### src/rtl/disp_scan_addr_pkg.sv
package disp_scan_addr_pkg;
  parameter int ADDR_W = 32;
  parameter int APER_W = 22;
  parameter int CNT_W  = 10;
  parameter int PIX_W  = 4;
  localparam int BASE_W = ADDR_W - APER_W;
  localparam int NWALK  = 2;

  typedef enum logic [2:0] {
    SEL_FB_OFS  = 3'd0,
    SEL_CB_OFS  = 3'd1,
    SEL_CUR_OFS = 3'd2,
    SEL_VID_OFS = 3'd3,
    SEL_FB_DLT  = 3'd4,
    SEL_FB_CNT  = 3'd5,
    SEL_CB_DLT  = 3'd6,
    SEL_CB_CNT  = 3'd7
  } cfg_sel_e;
endpackage

### src/rtl/dsa_cfg_bank.sv
module dsa_cfg_bank
  import disp_scan_addr_pkg::*;
(
  input  logic              clk,
  input  logic              rst_n,
  input  logic              wr_en,
  input  logic [2:0]        wr_sel,
  input  logic [APER_W-1:0] wr_data,
  input  logic              frame_start,
  output logic [APER_W-1:0] fb_pend_ofs,
  output logic [APER_W-1:0] fb_live_ofs,
  output logic [PIX_W-1:0]  pix_ofs,
  output logic [APER_W-1:0] cb_ofs,
  output logic [APER_W-1:0] cur_ofs,
  output logic [APER_W-1:0] vid_ofs,
  output logic [APER_W-1:0] fb_dlt,
  output logic [APER_W-1:0] cb_dlt,
  output logic [CNT_W-1:0]  fb_cnt,
  output logic [CNT_W-1:0]  cb_cnt
);
  localparam int HI16 = APER_W - 4;
  localparam int HI4  = APER_W - 2;

  logic [HI16-1:0]   pend_q, pend_d, live_q, live_d, cb_q, cb_d, vid_q, vid_d;
  logic [HI4-1:0]    cur_q, cur_d;
  logic [PIX_W-1:0]  pix_q, pix_d;
  logic [APER_W-1:0] fdl_q, fdl_d, cdl_q, cdl_d;
  logic [CNT_W-1:0]  fcn_q, fcn_d, ccn_q, ccn_d;
  logic              upd_en;

  assign upd_en = wr_en | frame_start;

  always_comb begin
    pend_d = pend_q; live_d = live_q; cb_d = cb_q; vid_d = vid_q;
    cur_d = cur_q; pix_d = pix_q; fdl_d = fdl_q; cdl_d = cdl_q;
    fcn_d = fcn_q; ccn_d = ccn_q;
    if (frame_start) live_d = pend_q;
    if (wr_en) begin
      unique case (cfg_sel_e'(wr_sel))
        SEL_FB_OFS: begin
          pend_d = wr_data[APER_W-1:4];
          pix_d  = wr_data[PIX_W-1:0];
        end
        SEL_CB_OFS:  cb_d  = wr_data[APER_W-1:4];
        SEL_CUR_OFS: cur_d = wr_data[APER_W-1:2];
        SEL_VID_OFS: vid_d = wr_data[APER_W-1:4];
        SEL_FB_DLT:  fdl_d = wr_data;
        SEL_FB_CNT:  fcn_d = wr_data[CNT_W-1:0];
        SEL_CB_DLT:  cdl_d = wr_data;
        SEL_CB_CNT:  ccn_d = wr_data[CNT_W-1:0];
        default: ;
      endcase
    end
  end

  always_ff @(posedge clk or negedge rst_n) begin
    if (!rst_n) begin
      pend_q <= '0; live_q <= '0; cb_q <= '0; vid_q <= '0; cur_q <= '0;
      pix_q <= '0; fdl_q <= '0; cdl_q <= '0; fcn_q <= '0; ccn_q <= '0;
    end else if (upd_en) begin
      pend_q <= pend_d; live_q <= live_d; cb_q <= cb_d; vid_q <= vid_d;
      cur_q <= cur_d; pix_q <= pix_d; fdl_q <= fdl_d; cdl_q <= cdl_d;
      fcn_q <= fcn_d; ccn_q <= ccn_d;
    end
  end

  assign fb_pend_ofs = {pend_q, 4'b0};
  assign fb_live_ofs = {live_q, 4'b0};
  assign pix_ofs     = pix_q;
  assign cb_ofs      = {cb_q, 4'b0};
  assign cur_ofs     = {cur_q, 2'b0};
  assign vid_ofs     = {vid_q, 4'b0};
  assign fb_dlt      = fdl_q;
  assign cb_dlt      = cdl_q;
  assign fb_cnt      = fcn_q;
  assign cb_cnt      = ccn_q;


  shadow_load_chk: assert property (@(posedge clk) disable iff (!rst_n)
    frame_start |=> fb_live_ofs == $past(fb_pend_ofs));

  shadow_hold_chk: assert property (@(posedge clk) disable iff (!rst_n)
    !frame_start |=> $stable(fb_live_ofs));
endmodule

### src/rtl/dsa_line_walker.sv
module dsa_line_walker
  import disp_scan_addr_pkg::*;
(
  input  logic              clk,
  input  logic              rst_n,
  input  logic              frame_start,
  input  logic              line_start,
  input  logic              take,
  input  logic [APER_W-1:0] start_ofs,
  input  logic [APER_W-1:0] line_dlt,
  input  logic [CNT_W-1:0]  act_cnt,
  output logic [APER_W-1:0] fetch_ofs,
  output logic              line_done
);
  localparam logic [APER_W-1:0] DW_STEP = APER_W'(4);

  logic [APER_W-1:0] line_q, line_d, addr_q, addr_d;
  logic [CNT_W-1:0]  cnt_q, cnt_d;
  logic              step_en, adv_en;

  assign line_done = (cnt_q == act_cnt);
  assign step_en   = take & ~line_done;
  assign adv_en    = frame_start | line_start | step_en;

  always_comb begin
    line_d = line_q;
    addr_d = addr_q;
    cnt_d  = cnt_q;
    if (frame_start) begin
      line_d = start_ofs;
      addr_d = start_ofs;
      cnt_d  = '0;
    end else if (line_start) begin
      line_d = line_q + line_dlt;
      addr_d = line_q + line_dlt;
      cnt_d  = '0;
    end else if (step_en) begin
      addr_d = addr_q + DW_STEP;
      cnt_d  = cnt_q + CNT_W'(1);
    end
  end

  always_ff @(posedge clk or negedge rst_n) begin
    if (!rst_n) begin
      line_q <= '0;
      addr_q <= '0;
      cnt_q  <= '0;
    end else if (adv_en) begin
      line_q <= line_d;
      addr_q <= addr_d;
      cnt_q  <= cnt_d;
    end
  end

  assign fetch_ofs = addr_q;


  dword_step_chk: assert property (@(posedge clk) disable iff (!rst_n)
    (take && !line_done && !frame_start && !line_start)
      |=> fetch_ofs == $past(fetch_ofs) + DW_STEP);

  done_hold_chk: assert property (@(posedge clk) disable iff (!rst_n)
    (line_done && !frame_start && !line_start) |=> $stable(fetch_ofs));

  line_adv_chk: assert property (@(posedge clk) disable iff (!rst_n)
    (line_start && !frame_start) |=> cnt_q == '0);
endmodule

### src/rtl/disp_scan_addr.sv
module disp_scan_addr
  import disp_scan_addr_pkg::*;
(
  input  logic              clk,
  input  logic              rst_n,
  input  logic [BASE_W-1:0] gfx_base_hi,
  input  logic              cfg_wr,
  input  logic [2:0]        cfg_sel,
  input  logic [ADDR_W-1:0] cfg_wdata,
  input  logic              frame_start,
  input  logic              line_start,
  input  logic              fb_take,
  input  logic              cb_take,
  input  logic              cur_take,
  input  logic              cb_req,
  output logic [ADDR_W-1:0] fb_addr,
  output logic [ADDR_W-1:0] cb_addr,
  output logic [ADDR_W-1:0] cur_addr,
  output logic [ADDR_W-1:0] vid_addr,
  output logic [PIX_W-1:0]  pix_ofs,
  output logic              fb_line_done,
  output logic              cb_line_done,
  output logic              cb_req_ok
);
  localparam logic [APER_W-1:0] CUR_STEP = APER_W'(4);

  logic [1:0] rst_sync_q;
  logic       rst_s_n;
  always_ff @(posedge clk or negedge rst_n) begin
    if (!rst_n) rst_sync_q <= '0;
    else        rst_sync_q <= {rst_sync_q[0], 1'b1};
  end
  assign rst_s_n = rst_sync_q[1];

  logic [ADDR_W-APER_W-1:0] wdata_unused;
  assign wdata_unused = cfg_wdata[ADDR_W-1:APER_W];

  logic [APER_W-1:0] fb_pend, fb_live, cb_ofs, cur_ofs, vid_ofs;
  logic [APER_W-1:0] fb_dlt, cb_dlt;
  logic [CNT_W-1:0]  fb_cnt, cb_cnt;

  dsa_cfg_bank u_cfg (
    .clk(clk), .rst_n(rst_s_n), .wr_en(cfg_wr), .wr_sel(cfg_sel),
    .wr_data(cfg_wdata[APER_W-1:0]), .frame_start(frame_start),
    .fb_pend_ofs(fb_pend), .fb_live_ofs(fb_live), .pix_ofs(pix_ofs),
    .cb_ofs(cb_ofs), .cur_ofs(cur_ofs), .vid_ofs(vid_ofs),
    .fb_dlt(fb_dlt), .cb_dlt(cb_dlt), .fb_cnt(fb_cnt), .cb_cnt(cb_cnt)
  );

  logic [APER_W-1:0] w_start [NWALK];
  logic [APER_W-1:0] w_dlt   [NWALK];
  logic [CNT_W-1:0]  w_cnt   [NWALK];
  logic              w_take  [NWALK];
  logic [APER_W-1:0] w_addr  [NWALK];
  logic              w_done  [NWALK];

  assign w_start[0] = fb_pend; assign w_dlt[0] = fb_dlt;
  assign w_cnt[0]   = fb_cnt;  assign w_take[0] = fb_take;
  assign w_start[1] = cb_ofs;  assign w_dlt[1] = cb_dlt;
  assign w_cnt[1]   = cb_cnt;  assign w_take[1] = cb_take;

  for (genvar g = 0; g < NWALK; g++) begin : g_walk
    dsa_line_walker u_walk (
      .clk(clk), .rst_n(rst_s_n), .frame_start(frame_start),
      .line_start(line_start), .take(w_take[g]), .start_ofs(w_start[g]),
      .line_dlt(w_dlt[g]), .act_cnt(w_cnt[g]),
      .fetch_ofs(w_addr[g]), .line_done(w_done[g])
    );
  end

  logic [APER_W-1:0] cur_q, cur_d;
  logic              cur_en;
  assign cur_en = frame_start | cur_take;
  always_comb begin
    cur_d = cur_q;
    if (frame_start)   cur_d = cur_ofs;
    else if (cur_take) cur_d = cur_q + CUR_STEP;
  end
  always_ff @(posedge clk or negedge rst_s_n) begin
    if (!rst_s_n)    cur_q <= '0;
    else if (cur_en) cur_q <= cur_d;
  end

  logic fb_ofs_zero;
  assign fb_ofs_zero = (fb_live == '0) && (pix_ofs == '0);

  assign fb_addr      = {gfx_base_hi, w_addr[0]};
  assign cb_addr      = {gfx_base_hi, w_addr[1]};
  assign cur_addr     = {gfx_base_hi, cur_q};
  assign vid_addr     = {gfx_base_hi, vid_ofs};
  assign fb_line_done = w_done[0];
  assign cb_line_done = w_done[1];
  assign cb_req_ok    = cb_req & fb_ofs_zero;


  cur_step_chk: assert property (@(posedge clk) disable iff (!rst_s_n)
    (cur_take && !frame_start) |=> cur_q == $past(cur_q) + CUR_STEP);

  cur_reload_chk: assert property (@(posedge clk) disable iff (!rst_s_n)
    frame_start |=> cur_q == $past(cur_ofs));
endmodule

### config.mk
export PLATFORM = sky130hd
export DESIGN_NAME = disp_scan_addr
export DESIGN_NICKNAME = d
export VERILOG_FILES = /design/src/rtl/disp_scan_addr_pkg.sv /design/src/rtl/dsa_cfg_bank.sv /design/src/rtl/dsa_line_walker.sv /design/src/rtl/disp_scan_addr.sv
export SDC_FILE = /design/constraint.sdc
export NUM_CORES = 1
export LEC_CHECK = 0
export ABC_CLOCK_PERIOD_IN_PS = 11800
export BUFFER_PORTS_ARGS = -buffer_cell sky130_fd_sc_hd__buf_2
export CAP_MARGIN = 20
export CORE_UTILIZATION = 44
export CTS_CLUSTER_DIAMETER = 150
export DETAILED_ROUTE_END_ITERATION = 6
export GPL_TIMING_DRIVEN = 0
export SYNTH_ARGS = -nofsm -noshare
export SYNTH_HDL_FRONTEND = slang
export SYNTH_SLANG_ARGS = --single-unit
### constraint.sdc
create_clock -name clk -period 11.8 [get_ports clk]
set_clock_uncertainty 0.2 [all_clocks]
set_input_delay 0.59 -clock clk [delete_from_list [all_inputs] [get_ports clk]]
set_output_delay 0.59 -clock clk [all_outputs]
set_load 0.03 [all_outputs]
==> flow_metrics.env <==
export IMPL_critPathKind="in -> reg"
export IMPL_clock_path_buffers=3
export IMPL_finalNetCount=1747
export IMPL_drc=0
export IMPL_leakage_nw=8.21
export IMPL_rr_endpoint="g_walk[1].u_walk.fetch_ofs[21]"
export IMPL_worstMarginPinSlew_ns=1.07
export IMPL_netlist_area_sq_mm=0.0150
export IMPL_async_reset_ff_frac=1.00
export IMPL_slowest_stage="clkbuf_1"
export IMPL_fmax_ghz=0.312
export IMPL_synth_edf_count=0
export IMPL_fp_dieH_um=187
export IMPL_multiInputGateArea_sq_mm=0.00705
export IMPL_r2r_cells=9
export IMPL_htreeDepth=2
export IMPL_antenna_left=0
export IMPL_wl_per_cell_um=19.7
export IMPL_grt_usage=0.245
export IMPL_synth_compound_gate_area_share=0.136
export IMPL_synthAdderAreaFrac=0.0419
export IMPL_drtIter0Drc=911
export IMPL_clk_pin_slew_ns=0.06
export IMPL_synthDistinctLibCells=72
export IMPL_r2r_start="u_cfg.cb_dlt[1]"
export IMPL_cpPeakStageDelay_ns=0.69
export IMPL_dieArea_sq_mm=0.0348
export IMPL_syn2layout_area_growth_pct=17.8
export IMPL_grt_pass1_vias=11600
export IMPL_antenna_found_initial=1
export IMPL_start_util=0.447
export IMPL_dpl_cell_area_sq_mm=0.0165
export IMPL_r2r_slack_ns=8.88
export IMPL_worstPathArrival_ns=3.41
export IMPL_synthMuxAreaShare=0.116
export IMPL_final_util=0.526
export IMPL_cap_viol_max_count=0
export IMPL_rsz0062_at_grt="no"
export IMPL_gp_routability_congestion=0.951
export IMPL_die_w_um=187
export IMPL_cp_end_kind="flip-flop"
export IMPL_fillers=3032
export IMPL_syn_inst=1440
export IMPL_synth_xor_area_frac=0.0567
export IMPL_post_route_min_period_ns=3.21
export IMPL_cp_start_kind="primary input"
export IMPL_powerDensity_mw_per_mm2=225
export IMPL_cpMostUsedCell="clkbuf_1"
export IMPL_p_total_w=0.00397
export IMPL_synth_top_family_by_area="compound AO/OA/AOI/OAI gates"
export IMPL_grt_start_max_net_pins=71
export IMPL_crit_buf_inv=4
export IMPL_path_cells="clkbuf_1 -> nand2b_1 -> clkbuf_1 -> clkbuf_1 -> clkbuf_1 -> o22ai_1 -> o21a_1"
export IMPL_cp_max_fo=10
export IMPL_ys_warnings_count=0
export IMPL_routed_wl_mm=41.8
export IMPL_clk_latency_ns=0.51
export IMPL_overflow=0
export IMPL_synth_avg_cell_area_sq_um=10.4
export IMPL_grt_pass1_wl_mm=66.2
export IMPL_status="finished, final reports clean"
export IMPL_portBuffers=158
export IMPL_cts_tree="done"
export IMPL_synth_simple_gate_area_share=0.118
export IMPL_yosys_most_used_dff="dfrtp_1"
export IMPL_timing_final_hold_violations=0
export IMPL_via_per_inst=5.48
export IMPL_cts_sinks=290
export IMPL_post_cts_buffers=0
export IMPL_max_slew_margin=0.286
export IMPL_yosys_register_bits=290
export IMPL_cts_buffers=34
export IMPL_cts_root_buf="clkbuf_16"
export IMPL_maxSlewViolCount=0
export IMPL_worstPathRequired_ns=12.00
export IMPL_drt_first_pass_iters=6
export IMPL_path_delay_family="buffers and inverters"
export IMPL_coreArea_sq_mm=0.0335
export IMPL_seq_area_sq_mm=0.00726
export IMPL_fin_crit_sh=0.272
export IMPL_rows=67
export IMPL_n_antenna_cell=0
export IMPL_ir_worst_vdd_uv=118
export IMPL_ios=189
export IMPL_drive_above_1_share=0.256
export IMPL_via_count=11600
export IMPL_hold_path_class="reg -> async"
export IMPL_hpwlAfterDp_mm=30.4
export IMPL_ys_seq_area_frac=0.484
export IMPL_final_cell_area_sq_mm=0.0177
export IMPL_finalSetupViolCount=0
worst max path at each step:
stage / slack (ns) / cells after the start / end / startpoint
finish: 8.59 / 7 / g_walk[0].u_walk.fetch_ofs[13] / frame_start
global route: 8.47 / 7 / g_walk[0].u_walk.fetch_ofs[13] / frame_start
CTS: 8.64 / 6 / g_walk[1].u_walk.cnt_q[8] / frame_start
detailed placement: 8.11 / 6 / g_walk[1].u_walk.cnt_q[8] / frame_start
global placement: -0.58 / 0 / cur_q[18] / rst_sync_q[1]
floorplan: 2.92 / 0 / cur_q[10] / rst_sync_q[1]
cells by family (layout without fill, tap and decap cells):
group	after synthesis	count (layout)
adders and majority gates	49	49
xor gates and xnor gates	97	97
DFF	290	290
and+or+nand+nor	386	386
AOI/OAI and AO/OA	322	322
other	2	7
buffers and inverters	139	363
muxes	155	155
final cells by class:
| class | instances | share of cell area |
|---|---|---|
| plain buffers | 101 | 0.0315 |
| clock buffers | 50 | 0.0586 |
| clock inverters | 11 | 0.00751 |
| inverters | 38 | 0.00808 |
| multi-input cells | 1016 | 0.400 |
| flip-flops and latches | 290 | 0.411 |
| well taps | 448 | 0.0318 |
| repair buffers | 163 | 0.0516 |
report_power, final:
part	switching (W)	internal, W
clock network	0.000414	0.000674
registers	0.000209	0.00125
logic	0.000849	0.000573
total	0.00147	0.00249
sequential cells by signal, indices dropped and copies added (netlist names):
name and flops:
u_cfg.live_q 18, u_cfg.cb_cnt 10, u_cfg.cur_q 20, rst_sync_q 2, u_cfg.vid_q 18, u_cfg.fb_dlt 22, u_cfg.cb_dlt 22, cur_q 20
g_walk.u_walk.fetch_ofs 44, g_walk.u_walk.cnt_q 20, u_cfg.fb_cnt 10, u_cfg.pix_ofs 4, u_cfg.pend_q 18, g_walk.u_walk.line_q 44, u_cfg.cb_q 18
routing by layer:
layer / track usage / part of all wire / up-vias
met3: 0.0339 / 0.055 / 83
met5: 0 / 0.00029 / -
li1: - / - / 5472
met4: 0.0766 / 0.027 / 2
met2: 0.398 / 0.46 / 379
met1: 0.341 / 0.46 / 5657
timing repair:
action / in CTS / in global routing
endpoints found under the hold margin: 2 / 0
gates resized for setup: 0 / 0
hold buffers: 1 / 0
cell usage after synthesis (all sizes together) (3+ instances only):
master / n / area (sq um)
dfrtp: 290 / 7260
nand2: 161 / 612
mux2: 147 / 1660
a21oi: 92 / 464
o21ai: 92 / 464
nor2: 88 / 330
xor2: 60 / 526
buf: 56 / 388
ha: 47 / 588
clkbuf: 45 / 169
inv: 37 / 139
nand3: 37 / 185
xnor2: 37 / 324
a21o: 27 / 203
and3: 25 / 156
nand4: 18 / 119
nor3: 14 / 70.1
o21a: 14 / 105
a31oi: 12 / 75.1
o211ai: 11 / 82.6
a211oi: 10 / 80.1
a22oi: 8 / 60.1
mux2i: 8 / 80.1
and2: 7 / 43.8
nand2b: 7 / 43.8
nor4: 7 / 50.1
or3: 6 / 37.5
a41oi: 5 / 70.1
o31a: 5 / 43.8
a221o: 4 / 40.0
a2bb2oi: 4 / 35.0
and4: 4 / 35.0
o22ai: 4 / 25.0
o31ai: 4 / 30.0
a21boi: 3 / 22.5
a31o: 3 / 26.3
nand4b: 3 / 26.3
nor2b: 3 / 18.8
o21bai: 3 / 22.5
o221ai: 3 / 26.3
o22a: 3 / 26.3
cell usage in the layout (no fill, tap or decap), types with 27 or more instances in the layout:
cell type	synthesis	final
clkbuf_16	0	37
nor2_1	88	88
xor2_1	60	60
o21ai_0	84	84
nand3_1	37	37
nand2_1	160	160
buf_4	46	46
mux2_2	147	147
buf_2	4	162
a21oi_1	91	91
inv_1	36	36
a21o_1	27	27
ha_1	47	47
dfrtp_1	290	289
clkbuf_1	45	52
xnor2_1	37	37
through the flow:
stage	setup TNS (ns)	std cells	worst slack, ns	hold slack [ns]
detailed placement	0	2055	8.11	0.137
CTS	0	2117	8.64	0.145
global placement	-155.02	2051	-0.581	0.138
floorplan	0	1445	2.92	0.0944
global route	0	2117	8.47	0.156
finish	0	2117	8.59	0.117
(Power assumes the default switching activity.)
